[src/rtl/hcp_pkg.sv]
package hcp_pkg;

  localparam int BYTE_W = 8;

  localparam logic [BYTE_W-1:0] CH_READ  = 8'h52;
  localparam logic [BYTE_W-1:0] CH_WRITE = 8'h57;
  localparam logic [BYTE_W-1:0] CH_CR    = 8'h0D;
  localparam logic [BYTE_W-1:0] CH_LF    = 8'h0A;

  typedef enum logic [2:0] {
    ST_IDLE,
    ST_ADDR,
    ST_DATA,
    ST_CR,
    ST_LF
  } hcp_state_e;

endpackage

[src/rtl/hcp_hex_digit.sv]
module hcp_hex_digit
  import hcp_pkg::*;
(
  input  logic [BYTE_W-1:0] byte_i,
  output logic              is_hex_o,
  output logic [3:0]        nib_o
);

  logic is_num;
  logic is_upper;
  logic is_lower;

  always_comb begin
    is_num   = (byte_i >= 8'h30) && (byte_i <= 8'h39);
    is_upper = (byte_i >= 8'h41) && (byte_i <= 8'h46);
    is_lower = (byte_i >= 8'h61) && (byte_i <= 8'h66);
    is_hex_o = is_num | is_upper | is_lower;
    if (is_num)
      nib_o = byte_i[3:0];
    else if (is_upper | is_lower)
      nib_o = 4'd9 + byte_i[3:0];
    else
      nib_o = 4'd0;
  end

endmodule

[src/rtl/hcp_nibble_shift.sv]
module hcp_nibble_shift #(
  parameter int W = 16
) (
  input  logic         clk,
  input  logic         rst,
  input  logic         clr_i,
  input  logic         shift_i,
  input  logic [3:0]   nib_i,
  output logic [W-1:0] value_o
);

  logic [W-1:0] value_q;

  generate
    if (W > 4) begin : g_wide
      always_ff @(posedge clk) begin
        if (rst || clr_i)
          value_q <= '0;
        else if (shift_i)
          value_q <= {value_q[W-5:0], nib_i};
      end
    end else begin : g_single
      always_ff @(posedge clk) begin
        if (rst || clr_i)
          value_q <= '0;
        else if (shift_i)
          value_q <= nib_i[W-1:0];
      end
    end
  endgenerate

  assign value_o = value_q;

endmodule

[src/rtl/hcp_frame_ctrl.sv]
module hcp_frame_ctrl
  import hcp_pkg::*;
#(
  parameter int ADDR_DIGITS = 4,
  parameter int DATA_DIGITS = 4
) (
  input  logic              clk,
  input  logic              rst,
  input  logic              take_i,
  input  logic [BYTE_W-1:0] byte_i,
  input  logic              is_hex_i,
  output logic              clr_o,
  output logic              shift_addr_o,
  output logic              shift_data_o,
  output logic              done_o,
  output logic              is_write_o
);

  localparam int MAX_DIGITS = (ADDR_DIGITS > DATA_DIGITS) ? ADDR_DIGITS : DATA_DIGITS;
  localparam int CNT_W      = (MAX_DIGITS > 1) ? $clog2(MAX_DIGITS) : 1;
  localparam logic [CNT_W-1:0] ADDR_LAST = CNT_W'(ADDR_DIGITS - 1);
  localparam logic [CNT_W-1:0] DATA_LAST = CNT_W'(DATA_DIGITS - 1);

  hcp_state_e       state_q;
  logic [CNT_W-1:0] cnt_q;
  logic             wr_q;
  logic             is_cmd;

  assign is_cmd = (byte_i == CH_READ) || (byte_i == CH_WRITE);

  always_ff @(posedge clk) begin
    if (rst) begin
      state_q <= ST_IDLE;
      cnt_q   <= '0;
      wr_q    <= 1'b0;
    end else if (take_i) begin
      case (state_q)
        ST_IDLE: begin
          cnt_q <= '0;
          if (is_cmd) begin
            state_q <= ST_ADDR;
            wr_q    <= (byte_i == CH_WRITE);
          end
        end
        ST_ADDR: begin
          if (!is_hex_i) begin
            state_q <= ST_IDLE;
          end else if (cnt_q == ADDR_LAST) begin
            cnt_q   <= '0;
            state_q <= wr_q ? ST_DATA : ST_CR;
          end else begin
            cnt_q <= cnt_q + 1'b1;
          end
        end
        ST_DATA: begin
          if (!is_hex_i) begin
            state_q <= ST_IDLE;
          end else if (cnt_q == DATA_LAST) begin
            cnt_q   <= '0;
            state_q <= ST_CR;
          end else begin
            cnt_q <= cnt_q + 1'b1;
          end
        end
        ST_CR:   state_q <= (byte_i == CH_CR) ? ST_LF : ST_IDLE;
        ST_LF:   state_q <= ST_IDLE;
        default: state_q <= ST_IDLE;
      endcase
    end
  end

  always_comb begin
    clr_o        = take_i && (state_q == ST_IDLE) && is_cmd;
    shift_addr_o = take_i && (state_q == ST_ADDR) && is_hex_i;
    shift_data_o = take_i && (state_q == ST_DATA) && is_hex_i;
    done_o       = take_i && (state_q == ST_LF) && (byte_i == CH_LF);
    is_write_o   = wr_q;
  end

endmodule

[src/rtl/hex_cmd_parser.sv]
module hex_cmd_parser
  import hcp_pkg::*;
#(
  parameter int ADDR_W = 16,
  parameter int DATA_W = 16
) (
  input  logic              clk,
  input  logic              rst,
  input  logic              in_valid_i,
  input  logic [BYTE_W-1:0] in_data_i,
  output logic              in_ready_o,
  output logic              valid_o,
  output logic              rw_o,
  output logic [ADDR_W-1:0] addr_o,
  output logic [DATA_W-1:0] data_o
);

  localparam int ADDR_DIGITS = ADDR_W / 4;
  localparam int DATA_DIGITS = DATA_W / 4;

  logic              take;
  logic              is_hex;
  logic [3:0]        nib;
  logic              clr;
  logic              shift_addr;
  logic              shift_data;
  logic              done;
  logic              is_write;
  logic [ADDR_W-1:0] addr_acc;
  logic [DATA_W-1:0] data_acc;

  assign in_ready_o = 1'b1;
  assign take       = in_valid_i & in_ready_o;

  hcp_hex_digit u_digit (
    .byte_i   (in_data_i),
    .is_hex_o (is_hex),
    .nib_o    (nib)
  );

  hcp_frame_ctrl #(
    .ADDR_DIGITS (ADDR_DIGITS),
    .DATA_DIGITS (DATA_DIGITS)
  ) u_ctrl (
    .clk          (clk),
    .rst          (rst),
    .take_i       (take),
    .byte_i       (in_data_i),
    .is_hex_i     (is_hex),
    .clr_o        (clr),
    .shift_addr_o (shift_addr),
    .shift_data_o (shift_data),
    .done_o       (done),
    .is_write_o   (is_write)
  );

  hcp_nibble_shift #(.W(ADDR_W)) u_addr_sh (
    .clk     (clk),
    .rst     (rst),
    .clr_i   (clr),
    .shift_i (shift_addr),
    .nib_i   (nib),
    .value_o (addr_acc)
  );

  hcp_nibble_shift #(.W(DATA_W)) u_data_sh (
    .clk     (clk),
    .rst     (rst),
    .clr_i   (clr),
    .shift_i (shift_data),
    .nib_i   (nib),
    .value_o (data_acc)
  );

  always_ff @(posedge clk) begin
    if (rst) begin
      valid_o <= 1'b0;
      rw_o    <= 1'b0;
      addr_o  <= '0;
      data_o  <= '0;
    end else begin
      valid_o <= done;
      if (done) begin
        rw_o   <= is_write;
        addr_o <= addr_acc;
        data_o <= is_write ? data_acc : '0;
      end
    end
  end

endmodule

[config.mk]
export PLATFORM = sky130hd
export DESIGN_NAME = hex_cmd_parser
export DESIGN_NICKNAME = d
export VERILOG_FILES = /design/src/rtl/hcp_pkg.sv /design/src/rtl/hcp_hex_digit.sv /design/src/rtl/hcp_nibble_shift.sv /design/src/rtl/hcp_frame_ctrl.sv /design/src/rtl/hex_cmd_parser.sv
export SDC_FILE = /design/constraint.sdc
export NUM_CORES = 1
export LEC_CHECK = 0
export ABC_AREA = 1
export BUFFER_PORTS_ARGS = -buffer_cell sky130_fd_sc_hd__buf_2
export CELL_PAD_IN_SITES_DETAIL_PLACEMENT = 1
export CELL_PAD_IN_SITES_GLOBAL_PLACEMENT = 1
export CORE_MARGIN = 2
export CORE_UTILIZATION = 38
export CTS_CLUSTER_SIZE = 16
export DETAILED_ROUTE_END_ITERATION = 10
export PLACE_DENSITY = 0.71
export SETUP_SLACK_MARGIN = 0.05
export SYNTH_ARGS = -nofsm -noshare
export SYNTH_HDL_FRONTEND = slang
export SYNTH_SLANG_ARGS = --single-unit
[constraint.sdc]
create_clock -name clk -period 1.6 [get_ports clk]
set_input_delay 0.24 -clock clk [delete_from_list [all_inputs] [get_ports clk]]
set_output_delay 0.24 -clock clk [all_outputs]
set_load 0.01 [all_outputs]
==> impl_metrics.yaml <==
layout:
  layout_commonest_cell: "nor2_1"
  drive_gt1_share_pct: 26.30
  syn2layout_area_growth_pct: 21.73
  layout_common_cells: "74 x nor2_1, 71 x dfxtp_1, 52 x nand2_1"
  insertedDiodeCount: 0
  nets: 453
  nFillCells: 980
floorplanning:
  core_um2: 7727
  io_pins: 46
  fp.dieW_um: 93.10
  dieArea_um2: 8668
  die_y_um: 93.10
  rows: 32
  initial_core_util_pct: 39.04
placement:
  dp_slack_ps: -114.2
  portBuffers: 44
  gp_congestion: 0.7869
  dp_hpwl_um: 5105
cts:
  tritoncts: "done"
  cts_buffers: 9
  clockRootBuffer: "clkbuf_8"
  clock_latency_ps: 350
  clk_pin_slew_worst_paths_ps: 70
  cts-htree-levels: 3
  cts_buffer_depth: 2
  cts_sinks: 72
yosys:
  synth_edf_count: 0
  synth-seq-cells: 72
  synth_top_area_share_pct: 47.78
  synth_cells: 379
  synth_async_sr_flop_share_pct: 0
  synth_flop_cell: "dfxtp_1"
  syn_area_per_cell_um2: 7.959
  yosys-top-cells-area: "dfxtp_1 48%, nor2_1 9.2%, o21ai_0 7.6%"
  ys_warn_count: 0
  yosysSeqAreaShare_pct: 47.78
  synth_cell_types: 33
  syn_nets: 395
  synth_area_um2: 3017
  synth_area_leader_cell: "dfxtp_1"
timing:
  hold_ws_ps: 140.2
  setup_viol: 0
  rsz0062_at_grt: "yes"
  finalMaxSlewViolations: 0
  fin_skew_ps: 8.600
  period_needed_ps: 1466
  postLayoutSetupSlackWorst_ps: 134.4
  fin_crit_sh_pct: 91.60
  hold_viol: 0
  fmax_mhz: 682.3
routing:
  drtPass1Iterations: 4
  vias: 2618
  vias_per_cell: 4.821
  drc_errors: 0
  ant_nets: 0
  routedWlPerCell_um: 13.79
  drt_iter0_drc: 106
  routed_wl_um: 7486
flow_run:
  maxCapViolCount: 0
setup_path:
  crit_end: "addr_o[1]"
  cp.arrival_ps: 1710
  crit_path_end_kind: "flip-flop"
  cp.buffers_inverters: 2
  criticalPathCategory: "flip-flop to flip-flop"
  r2r_cells: 7
  start_kind: "flip-flop"
  cpMaxStageDelayCell: "dfxtp_1"
  cp-startpoint: "u_ctrl.state_q[1]"
  path_delay_family: "simple AND/OR/NAND/NOR gates"
  r2r_slack_ps: 130
  worstSetupPathDepth: 7
  reg2reg_from: "u_ctrl.state_q[1]"
  timing.rr.end: "addr_o[1]"
  path_cells: "inv_1 -> nand2_2 -> nor3_4 -> nand2_4 -> clkbuf_2 -> o21ai_0 -> nor2_1"
  critPathRequiredTime_ps: 1840
  critPathMaxStageDelay_ps: 330
  crit_fanout: 7
grt:
  antenna_found_initial: 0
  grt.overflow.total: 0
  grt_max_degree: 33
  grt_pass1_vias: 2609
  grt_pass1_wl_um: 12210
  grtUsageTotal_pct: 17.83
pwr:
  power.density_nw_per_um2: 1089
  vdd_drop_max_uv: 518.0
  p_leak_nw: 1.629
worst_hold_path:
  worstHoldPathType: "primary input to flip-flop"
  min_path_cells: 2
outcome:
  status: "finished, final reports clean"
==> cell usage after synthesis (2+ instances only) <==
library cell	number
nor2_2	9
buf_2	3
nand4_1	2
dfxtp_1	72
nand2_4	3
inv_2	4
buf_4	2
nor2_1	74
o21ai_2	6
clkbuf_1	6
o22ai_1	2
o21ai_0	46
ha_1	5
buf_6	3
buf_8	2
a21oi_1	35
inv_1	22
nand3_2	2
nand3_4	3
nand2_1	54
nand3_1	12
==> power by group <==
group / total, mW / internal [mW] / leakage, nW / switching [mW]
logic: 0.527 / 0.180 / 0.940 / 0.347
registers: 1.88 / 1.84 / 0.580 / 0.0414
clock network: 1.59 / 0.911 / 0.108 / 0.680
==> how the worst min path moves through the flow <==
stage | start | end | slack [ps]
after floorplan | rst | data_o[0] | 310
after global placement | data_o[14] | data_o[14] | 450
after detailed placement | data_o[9] | data_o[9] | 450
after CTS | rst | u_ctrl.state_q[0] | 140
after global routing | rst | u_ctrl.state_q[0] | 150
final | rst | u_ctrl.state_q[0] | 140
==> repair_timing <==
item	4_1_cts	5_1_grt
gates cloned	0	2
pin swaps	0	3
hold buffers	0	0
setup endpoints to repair	1	53
setup buffers	0	2
resized for setup	1	8
==> kinds of logic after synthesis <==
logic type | synth area share [%]
fa+ha+maj | 2.074
flops | 47.78
other cells | 0.1243
compound gates | 15.60
buf+inv | 7.590
xor+xnor | 0.5808
simple gates | 26.25
==> worst reg2reg max path, cell delays in order, from the launching register on <==
cell and delay [ps]:
dfxtp_1 330, inv_1 110, nand2_2 100, nor3_4 190, nand2_4 180, clkbuf_2 200
o21ai_0 190, nor2_1 60
==> metrics by stage <==
step	TNS, ps	util (%)	cell area, µm²	power [mW]	instances
2_1_floorplan	0	-	3017	2.272	379
3_3_place_gp	-280.2	43.81	3386	2.388	524
3_5_place_dp	-2543	43.81	3386	2.402	524
4_1_cts	0	46.65	3605	3.999	539
5_1_grt	0	47.52	3672	4.184	543
6_report	0	47.52	3672	3.998	543
==> registers in the layout, indices dropped and copies added, names as in the netlist <==
name and count:
u_data_sh.value_o 16, addr_o 16, valid_o 1, rw_o 1, u_ctrl.state_q 3, u_addr_sh.value_o 16
u_ctrl.cnt_q 2, u_ctrl.is_write_o 1, data_o 16
==> area by class of cell <==
class                      count  area [µm²]  share of cell area, %
tap                          102       127.6                  3.475
inverter                      28       115.1                  3.135
timing repair buffer          62       395.4                  10.77
multi-input combinational    264        1373                  37.38
clock buffer                  10       137.6                  3.748
clock inverter                 5       81.33                  2.215
sequential                    72        1443                  39.28
==> routing by layer <==
| metal | routed length (µm) | global-route usage [%] |
|---|---|---|
| met5 | 0 | 0 |
| met4 | 132 | 7.966 |
| met3 | 267 | 3.546 |
| met2 | 3440 | 28.26 |
| met1 | 3645 | 23.54 |
Note: power is estimated with default switching activity, not from simulation.
